<file path="config.mk">
export PLATFORM = sky130hd
export DESIGN_NAME = bwd_metric_engine
export DESIGN_NICKNAME = d
export VERILOG_FILES = /design/src/rtl/bwd_pkg.sv /design/src/rtl/bwd_branch.sv /design/src/rtl/bwd_acs.sv /design/src/rtl/bwd_ctrl.sv /design/src/rtl/bwd_metric_engine.sv
export SDC_FILE = /design/constraint.sdc
export NUM_CORES = 1
export LEC_CHECK = 0
export BUFFER_PORTS_ARGS = -buffer_cell sky130_fd_sc_hd__buf_2
export CAP_MARGIN = 20
export CORE_UTILIZATION = 40
export DETAILED_ROUTE_END_ITERATION = 7
export GPL_TIMING_DRIVEN = 0
export SYNTH_ARGS = -nofsm -noshare
export SYNTH_HDL_FRONTEND = slang
export SYNTH_SLANG_ARGS = --single-unit
</file>
<file path="constraint.sdc">
create_clock -name clk_i -period 33.6 [get_ports clk_i]
set_clock_uncertainty 0.15 [all_clocks]
set_input_delay 1.68 -clock clk_i [delete_from_list [all_inputs] [get_ports clk_i]]
set_output_delay 1.68 -clock clk_i [all_outputs]
set_load 0.005 [all_outputs]
</file>
<file path="src/rtl/bwd_pkg.sv">
package bwd_pkg;
  localparam int NUM_ST = 8;

  // state = {d1,d2,d3}; feedback 1+D^2+D^3, forward 1+D+D^3
  function automatic logic fb_bit(input logic [2:0] s, input logic u);
    return u ^ s[1] ^ s[0];
  endfunction

  function automatic logic [2:0] next_st(input logic [2:0] s, input logic u);
    return {fb_bit(s, u), s[2], s[1]};
  endfunction

  function automatic logic par_bit(input logic [2:0] s, input logic u);
    return fb_bit(s, u) ^ s[2] ^ s[0];
  endfunction
endpackage

</file>
<file path="src/rtl/bwd_branch.sv">
module bwd_branch #(
  parameter int CVW = 8,
  parameter int SMW = 12
) (
  input  logic                    clk_i,
  input  logic                    rst_ni,
  input  logic                    valid_i,
  input  logic                    rate_i,
  input  logic                    addr_lsb_i,
  input  logic [2*CVW-1:0]        ch_word_i,
  output logic [3:0][SMW-1:0]     gamma_o
);
  localparam int EXT = SMW - CVW;

  logic signed [SMW-1:0] ls, lp;
  logic                  punct;

  assign punct = rate_i & addr_lsb_i;
  // widen before adding
  assign ls = {{EXT{ch_word_i[CVW-1]}}, ch_word_i[CVW-1:0]};
  assign lp = punct ? '0 : {{EXT{ch_word_i[2*CVW-1]}}, ch_word_i[2*CVW-1:CVW]};

  // index {u,p}
  assign gamma_o[0] = '0;
  assign gamma_o[1] = lp;
  assign gamma_o[2] = ls;
  assign gamma_o[3] = ls + lp;

  a_r6_punct_zero: assert property (@(posedge clk_i) disable iff (!rst_ni)
    (valid_i && rate_i && addr_lsb_i) |-> (gamma_o[1] == '0));

  a_r5_sign_kept: assert property (@(posedge clk_i) disable iff (!rst_ni)
    valid_i |-> (gamma_o[2][SMW-1] == ch_word_i[CVW-1]));
endmodule

</file>
<file path="src/rtl/bwd_acs.sv">
module bwd_acs
  import bwd_pkg::*;
#(
  parameter int SMW = 12
) (
  input  logic                        clk_i,
  input  logic                        rst_ni,
  input  logic                        valid_i,
  input  logic [NUM_ST-1:0][SMW-1:0]  beta_i,
  input  logic [3:0][SMW-1:0]         gamma_i,
  output logic [NUM_ST-1:0][SMW-1:0]  beta_o
);
  localparam int XW = SMW + 2;
  localparam logic signed [XW-1:0] MAXV = XW'((1 << (SMW-1)) - 1);

  function automatic logic signed [XW-1:0] sx(input logic [SMW-1:0] v);
    return {{(XW-SMW){v[SMW-1]}}, v};
  endfunction

  logic signed [XW-1:0] sel [NUM_ST];
  logic signed [XW-1:0] mn;
  logic [NUM_ST-1:0]    zero_f, neg_f;

  for (genvar s = 0; s < NUM_ST; s++) begin : g_acs
    localparam logic [2:0] N0 = next_st(3'(s), 1'b0);
    localparam logic [2:0] N1 = next_st(3'(s), 1'b1);
    localparam logic       P0 = par_bit(3'(s), 1'b0);
    localparam logic       P1 = par_bit(3'(s), 1'b1);
    logic signed [XW-1:0] c0, c1, s0, s1;
    assign c0 = sx(beta_i[N0]) + sx(gamma_i[{1'b0, P0}]);
    assign c1 = sx(beta_i[N1]) + sx(gamma_i[{1'b1, P1}]);
    assign s0 = (c0 > MAXV) ? MAXV : c0;
    assign s1 = (c1 > MAXV) ? MAXV : c1;
    assign sel[s] = (s1 < s0) ? s1 : s0;
  end

  always_comb begin
    mn = sel[0];
    for (int s = 1; s < NUM_ST; s++)
      if (sel[s] < mn) mn = sel[s];
  end

  for (genvar s = 0; s < NUM_ST; s++) begin : g_norm
    logic signed [XW-1:0] d;
    assign d         = sel[s] - mn;
    assign beta_o[s] = (d > MAXV) ? MAXV[SMW-1:0] : d[SMW-1:0];
    assign zero_f[s] = (beta_o[s] == '0);
    assign neg_f[s]  = beta_o[s][SMW-1];
  end

  a_r8_has_zero: assert property (@(posedge clk_i) disable iff (!rst_ni)
    valid_i |-> (zero_f != '0));

  a_r8_in_range: assert property (@(posedge clk_i) disable iff (!rst_ni)
    valid_i |-> (neg_f == '0));
endmodule

</file>
<file path="src/rtl/bwd_ctrl.sv">
module bwd_ctrl #(
  parameter int AW   = 10,
  parameter int SAW  = 8,
  parameter int CNTW = 16
) (
  input  logic            clk_i,
  input  logic            rst_ni,
  input  logic            start_i,
  input  logic [CNTW-1:0] count_i,
  input  logic [AW-1:0]   src_i,
  input  logic [SAW-1:0]  base_i,
  input  logic            rate_i,
  output logic            load_o,
  output logic            calc_o,
  output logic            rate_o,
  output logic            addr_lsb_o,
  output logic            ch_rd_en_o,
  output logic [AW-1:0]   ch_addr_o,
  output logic            sm_we_o,
  output logic [SAW-1:0]  sm_addr_o,
  output logic            done_o
);
  typedef enum logic [1:0] {ST_IDLE, ST_RD, ST_CALC} st_e;

  st_e             st_q;
  logic [AW-1:0]   src_q;
  logic [SAW-1:0]  off_q;
  logic [CNTW-1:0] cnt_q;
  logic            rate_q;
  logic            last;

  assign last = (cnt_q <= CNTW'(1));  // count 0 runs once

  always_ff @(posedge clk_i or negedge rst_ni) begin
    if (!rst_ni) begin
      st_q   <= ST_IDLE;
      src_q  <= '0;
      off_q  <= '0;
      cnt_q  <= '0;
      rate_q <= 1'b0;
    end else begin
      unique case (st_q)
        ST_IDLE: if (start_i) begin
          src_q  <= src_i;
          off_q  <= base_i;
          cnt_q  <= count_i;
          rate_q <= rate_i;
          st_q   <= ST_RD;
        end
        ST_RD: begin
          src_q <= src_q - 1'b1;
          st_q  <= ST_CALC;
        end
        ST_CALC: begin
          off_q <= off_q - 1'b1;
          cnt_q <= cnt_q - 1'b1;
          st_q  <= last ? ST_IDLE : ST_RD;
        end
        default: st_q <= ST_IDLE;
      endcase
    end
  end

  assign load_o     = (st_q == ST_IDLE) && start_i;
  assign calc_o     = (st_q == ST_CALC);
  assign rate_o     = rate_q;
  assign addr_lsb_o = src_q[0];  // already the read address in CALC
  assign ch_rd_en_o = (st_q == ST_RD);
  assign ch_addr_o  = src_q - 1'b1;
  assign sm_we_o    = calc_o;
  assign sm_addr_o  = off_q - 1'b1;
  assign done_o     = calc_o && last;

  a_r4_write_after_read: assert property (@(posedge clk_i) disable iff (!rst_ni)
    ch_rd_en_o |=> (sm_we_o && !ch_rd_en_o));

  a_r9_no_gap: assert property (@(posedge clk_i) disable iff (!rst_ni)
    (sm_we_o && !done_o) |=> ch_rd_en_o);

  a_r4_off_step: assert property (@(posedge clk_i) disable iff (!rst_ni)
    (sm_we_o && !done_o) |=> ##1 (sm_addr_o == SAW'($past(sm_addr_o, 2) - 1'b1)));

  a_r3_addr_step: assert property (@(posedge clk_i) disable iff (!rst_ni)
    ch_rd_en_o |=> ##1 (!ch_rd_en_o || (ch_addr_o == AW'($past(ch_addr_o, 2) - 1'b1))));

  a_r10_done_on_write: assert property (@(posedge clk_i) disable iff (!rst_ni)
    done_o |-> sm_we_o);

  a_r10_quiet_after: assert property (@(posedge clk_i) disable iff (!rst_ni)
    done_o |=> (!ch_rd_en_o && !sm_we_o && !done_o));
endmodule

</file>
<file path="src/rtl/bwd_metric_engine.sv">
module bwd_metric_engine
  import bwd_pkg::*;
#(
  parameter int CVW  = 8,
  parameter int SMW  = 12,
  parameter int AW   = 10,
  parameter int SAW  = 8,
  parameter int CNTW = 16
) (
  input  logic                  clk_i,
  input  logic                  rst_ni,
  input  logic                  start_i,
  input  logic [CNTW-1:0]       count_i,
  input  logic [AW-1:0]         src_addr_i,
  input  logic [SAW-1:0]        sm_base_i,
  input  logic                  rate_i,
  input  logic [NUM_ST*SMW-1:0] init_sm_i,
  output logic                  ch_rd_en_o,
  output logic [AW-1:0]         ch_addr_o,
  input  logic [2*CVW-1:0]      ch_rdata_i,
  output logic                  sm_we_o,
  output logic [SAW-1:0]        sm_addr_o,
  output logic [NUM_ST*SMW-1:0] sm_wdata_o,
  output logic                  done_o
);
  logic [NUM_ST-1:0][SMW-1:0] beta_q, beta_nxt;
  logic [3:0][SMW-1:0]        gamma;
  logic load, calc, rate_q, addr_lsb;

  bwd_ctrl #(.AW(AW), .SAW(SAW), .CNTW(CNTW)) i_ctrl (
    .clk_i, .rst_ni, .start_i, .count_i,
    .src_i      (src_addr_i),
    .base_i     (sm_base_i),
    .rate_i,
    .load_o     (load),
    .calc_o     (calc),
    .rate_o     (rate_q),
    .addr_lsb_o (addr_lsb),
    .ch_rd_en_o, .ch_addr_o, .sm_we_o, .sm_addr_o, .done_o
  );

  bwd_branch #(.CVW(CVW), .SMW(SMW)) i_branch (
    .clk_i, .rst_ni,
    .valid_i    (calc),
    .rate_i     (rate_q),
    .addr_lsb_i (addr_lsb),
    .ch_word_i  (ch_rdata_i),
    .gamma_o    (gamma)
  );

  bwd_acs #(.SMW(SMW)) i_acs (
    .clk_i, .rst_ni,
    .valid_i (calc),
    .beta_i  (beta_q),
    .gamma_i (gamma),
    .beta_o  (beta_nxt)
  );

  always_ff @(posedge clk_i or negedge rst_ni) begin
    if (!rst_ni)   beta_q <= '0;
    else if (load) beta_q <= init_sm_i;
    else if (calc) beta_q <= beta_nxt;
  end

  assign sm_wdata_o = beta_nxt;

  a_r1_idle_reset: assert property (@(posedge clk_i) disable iff (!rst_ni)
    $rose(rst_ni) |-> (!ch_rd_en_o && !sm_we_o && !done_o));
endmodule

</file>
==> out/results.tsv <==
stage	metric	value	unit
timing	worst_pin_slew	1.32	ns
routing	final_antenna_net_count	0	
cells_and_area	stdcell_area	31400	um2
synthesis	synth_ff_type	dfrtp_1	
timing	fmaxAchievable	31.0	MHz
synthesis	async_reset_ff_frac	1.00	
clocking	clock_path_buffers	2	
timing	period_needed	32.27	ns
global_route	grt_pass1_wl	177000	um
timing	rsz0062_at_grt	no	
timing	holdWs	0.351	ns
synthesis	yosys.area.top_type	ha_1	
worst_setup_path	crit_end	sm_wdata_o[70]	
timing	slew_viol_final	0	
worst_setup_path	ff2ff_setup_slack	3.46	ns
placement	placed_cell_area	30600	um2
cells_and_area	layout-drive-gt1-share	0.119	
synthesis	synth-edff-count	0	
worst_setup_path	reg2reg_to	beta_q[54]	
worst_setup_path	required	31.77	ns
cells_and_area	syn2layout_area_growth	12.9	%
worst_setup_path	critical_path.slowest_cell	maj3_1	
die	start_util	0.405	
synthesis	ys_types	109	
die	die_h	265	um
cells_and_area	nFillCells	7108	
routing	wirelength	121000	um
placement	dp_hpwl	98900	um
synthesis	syn-cell-area	27800	um2
worst_setup_path	rr_startpoint	i_ctrl.src_q[0]	
synthesis	synth_top_area_frac	0.194	
worst_setup_path	startpoint	ch_rdata_i[9]	
routing	vias	30681	
routing	dr.pass1.iters	6	
worst_setup_path	critPathKind	in2out	
routing	drc_errors	0	
routing	viasPerCell	6.13	
global_route	grt_max_degree	83	
cells_and_area	seqCellArea	3330	um2
clocking	cts_tree	done	
timing	hold_viol	0	
worst_setup_path	cp_slowest_stage_delay	0.56	ns
clocking	cts_root_buf	clkbuf_16	
clocking	path_clk_slew	0.07	ns
clocking	cts_buffers	17	
synthesis	synthTopCellsByArea	ha_1, dfrtp_1, a21oi_1, o21ai_0, xnor2_1	
routing	first_iter_violations	2917	
synthesis	syn_nets	4348	
die	dieArea	70500	um2
outcome	outcome	complete, no violations	
die	rows	96	
worst_setup_path	cp_max_fo	11	
clocking	hold_buffers	0	
placement	place_congestion	1.02	
global_route	antenna_found_initial	2	
die	die_w	265	um
worst_setup_path	crit_arrival	30.44	ns
hold_path	hold_class	reg2reg	
worst_setup_path	reg2reg_depth	135	
global_route	overflow	0	
worst_setup_path	crit_path_start_kind	primary input	
placement	port_buffers	264	
clocking	cts.sinks	133	
synthesis	yosys_register_bits	133	
clocking	cts_max_level	4	
worst_setup_path	end_kind	primary output	
synthesis	ys_seq_area_frac	0.120	
clocking	insertion_delay	0.51	ns
worst_setup_path	path_common_cell	a21oi_1	
global_route	grt_pass1_vias	27944	
global_route	track_usage	0.336	
timing	finalCritPeriodShare	0.960	
synthesis	synthCells	3752	
synthesis	ys_warn_count	0	
cells_and_area	multi_input_area	22900	um2
die	ioPinCount	267	
run	max-cap-violations	0	
synthesis	syn_area_per_cell	7.40	um2
timing	relSlewSlack	0.115	
timing	finalSetupViolCount	0	
die	core	68600	um2
cells_and_area	nNetsFinal	4651	
routing	wl_per_cell	24.3	um
[synthesized netlist by cell type (16+ instances only)]
library cell    n
fa_1           16
o211ai_1      106
o31ai_1        17
xnor2_1       129
or2_2          42
dfrtp_1       133
o2111ai_1      16
o22ai_1        20
and2_1         39
a21o_1        103
nor3_1         74
nand3_1       117
mux2i_1        40
inv_1         285
nor2_1        290
a21boi_0       19
a22oi_1        91
or3_1          24
nand2b_1      100
nor2b_1        66
o21bai_1       18
a221o_1        37
ha_1          430
a21oi_1       277
o21a_1         54
a31oi_1        37
nand2_1       299
o21ai_0       273
a211oi_1       25
nor4_1         20
xor2_1         60
clkbuf_1      108
and3_1         27
nand4_1        39
[cell usage in the layout, fill, tap and decap left out, types with 24 or more instances in the layout]
cell type,instances
ha_1,430
nand2_1,298
nor2_1,290
inv_1,285
buf_2,276
a21oi_1,274
o21ai_0,262
dfrtp_1,133
xnor2_1,129
nand3_1,117
o211ai_1,106
a21o_1,102
nand2b_1,100
clkbuf_1,98
a22oi_1,90
nor3_1,74
nor2b_1,65
xor2_1,59
o21a_1,54
or2_2,42
nand4_1,39
and2_1,39
a221o_1,37
mux2i_1,37
a31oi_1,34
and3_1,27
a211oi_1,25
or3_1,24
[critical path: cells and delay by family]
family,cells,cell delay [ns]
multiplexers,2,0.76
AND/OR/NAND/NOR,32,4.57
adder cells (fa/ha/maj),16,5.30
buffers and inverters,25,5.27
XOR/XNOR,1,0.20
AO/OA/AOI/OAI,59,12.53
[cell families (layout without fill, tap and decap cells)]
| family | Yosys count | count (layout) | share of synthesized area |
|---|---|---|---|
| buffers and inverters | 431 | 747 | 0.0606 |
| other | 0 | 2 | 0 |
| AOI/OAI and AO/OA | 1290 | 1290 | 0.317 |
| adders and majority gates | 458 | 458 | 0.210 |
| DFF | 133 | 133 | 0.120 |
| muxes | 56 | 56 | 0.0212 |
| xor gates and xnor gates | 189 | 189 | 0.0596 |
| and+or+nand+nor | 1195 | 1195 | 0.212 |
[worst min-delay path by stage]
stage	start	depth (start not counted)	slack, ns	endpoint
finish	i_ctrl.cnt_q[15]	1	0.35	i_ctrl.cnt_q[15]
global route	i_ctrl.cnt_q[15]	1	0.37	i_ctrl.cnt_q[15]
CTS	i_ctrl.cnt_q[15]	1	0.35	i_ctrl.cnt_q[15]
detailed placement	i_ctrl.cnt_q[15]	1	0.34	i_ctrl.cnt_q[15]
global placement	i_ctrl.cnt_q[15]	1	0.34	i_ctrl.cnt_q[15]
floorplan	i_ctrl.cnt_q[15]	1	0.31	i_ctrl.cnt_q[15]
[area by class of cell]
class	count	share of cell area
repair buffers	287	0.0530
diodes	2	0.000160
clock inverters	14	0.00447
inverters	288	0.0346
plain buffers	140	0.0192
multi-input cells	3188	0.732
flip-flops and latches	133	0.106
well taps	931	0.0372
clock buffers	18	0.0137
[sequential cells by signal, summed over array words and instances (netlist names)]
signal / count
beta_q: 96
i_ctrl.cnt_q: 16
i_ctrl.src_q: 10
i_ctrl.off_q: 8
i_ctrl.st_q: 2
i_ctrl.rate_o: 1
[per-stage QoR]
stage / instances / setup slack (ns) / util / setup TNS, ns
finish: 5001 / 1.33 / 0.457 / 0
global route: 5001 / 0.00422 / 0.457 / 0
CTS: 4994 / 0.0429 / 0.454 / 0
detailed placement: 4964 / -1.08 / 0.446 / -61.48
global placement: 4947 / -3.00 / 0.441 / -315.27
floorplan: 3752 / 5.07 / - / 0
[metal layers]
metal	vias up	wire, um	track usage	part of all wire
met5	-	0	0	0
met4	0	6140	0.166	0.051
met3	265	10200	0.0577	0.084
met2	1347	51700	0.508	0.43
met1	14560	53400	0.458	0.44
li1	14509	-	-	-
[timing repair]
| action | CTS | global route |
|---|---|---|
| gates resized for setup | 9 | 45 |
| pin swaps | 0 | 3 |
| hold endpoints to repair | 0 | 0 |
| setup buffers | 0 | 6 |
| setup endpoints to repair | 96 | 162 |
Power is not shown: default switching activity piles up to over one toggle a cycle in this logic, so the estimate is an artifact.
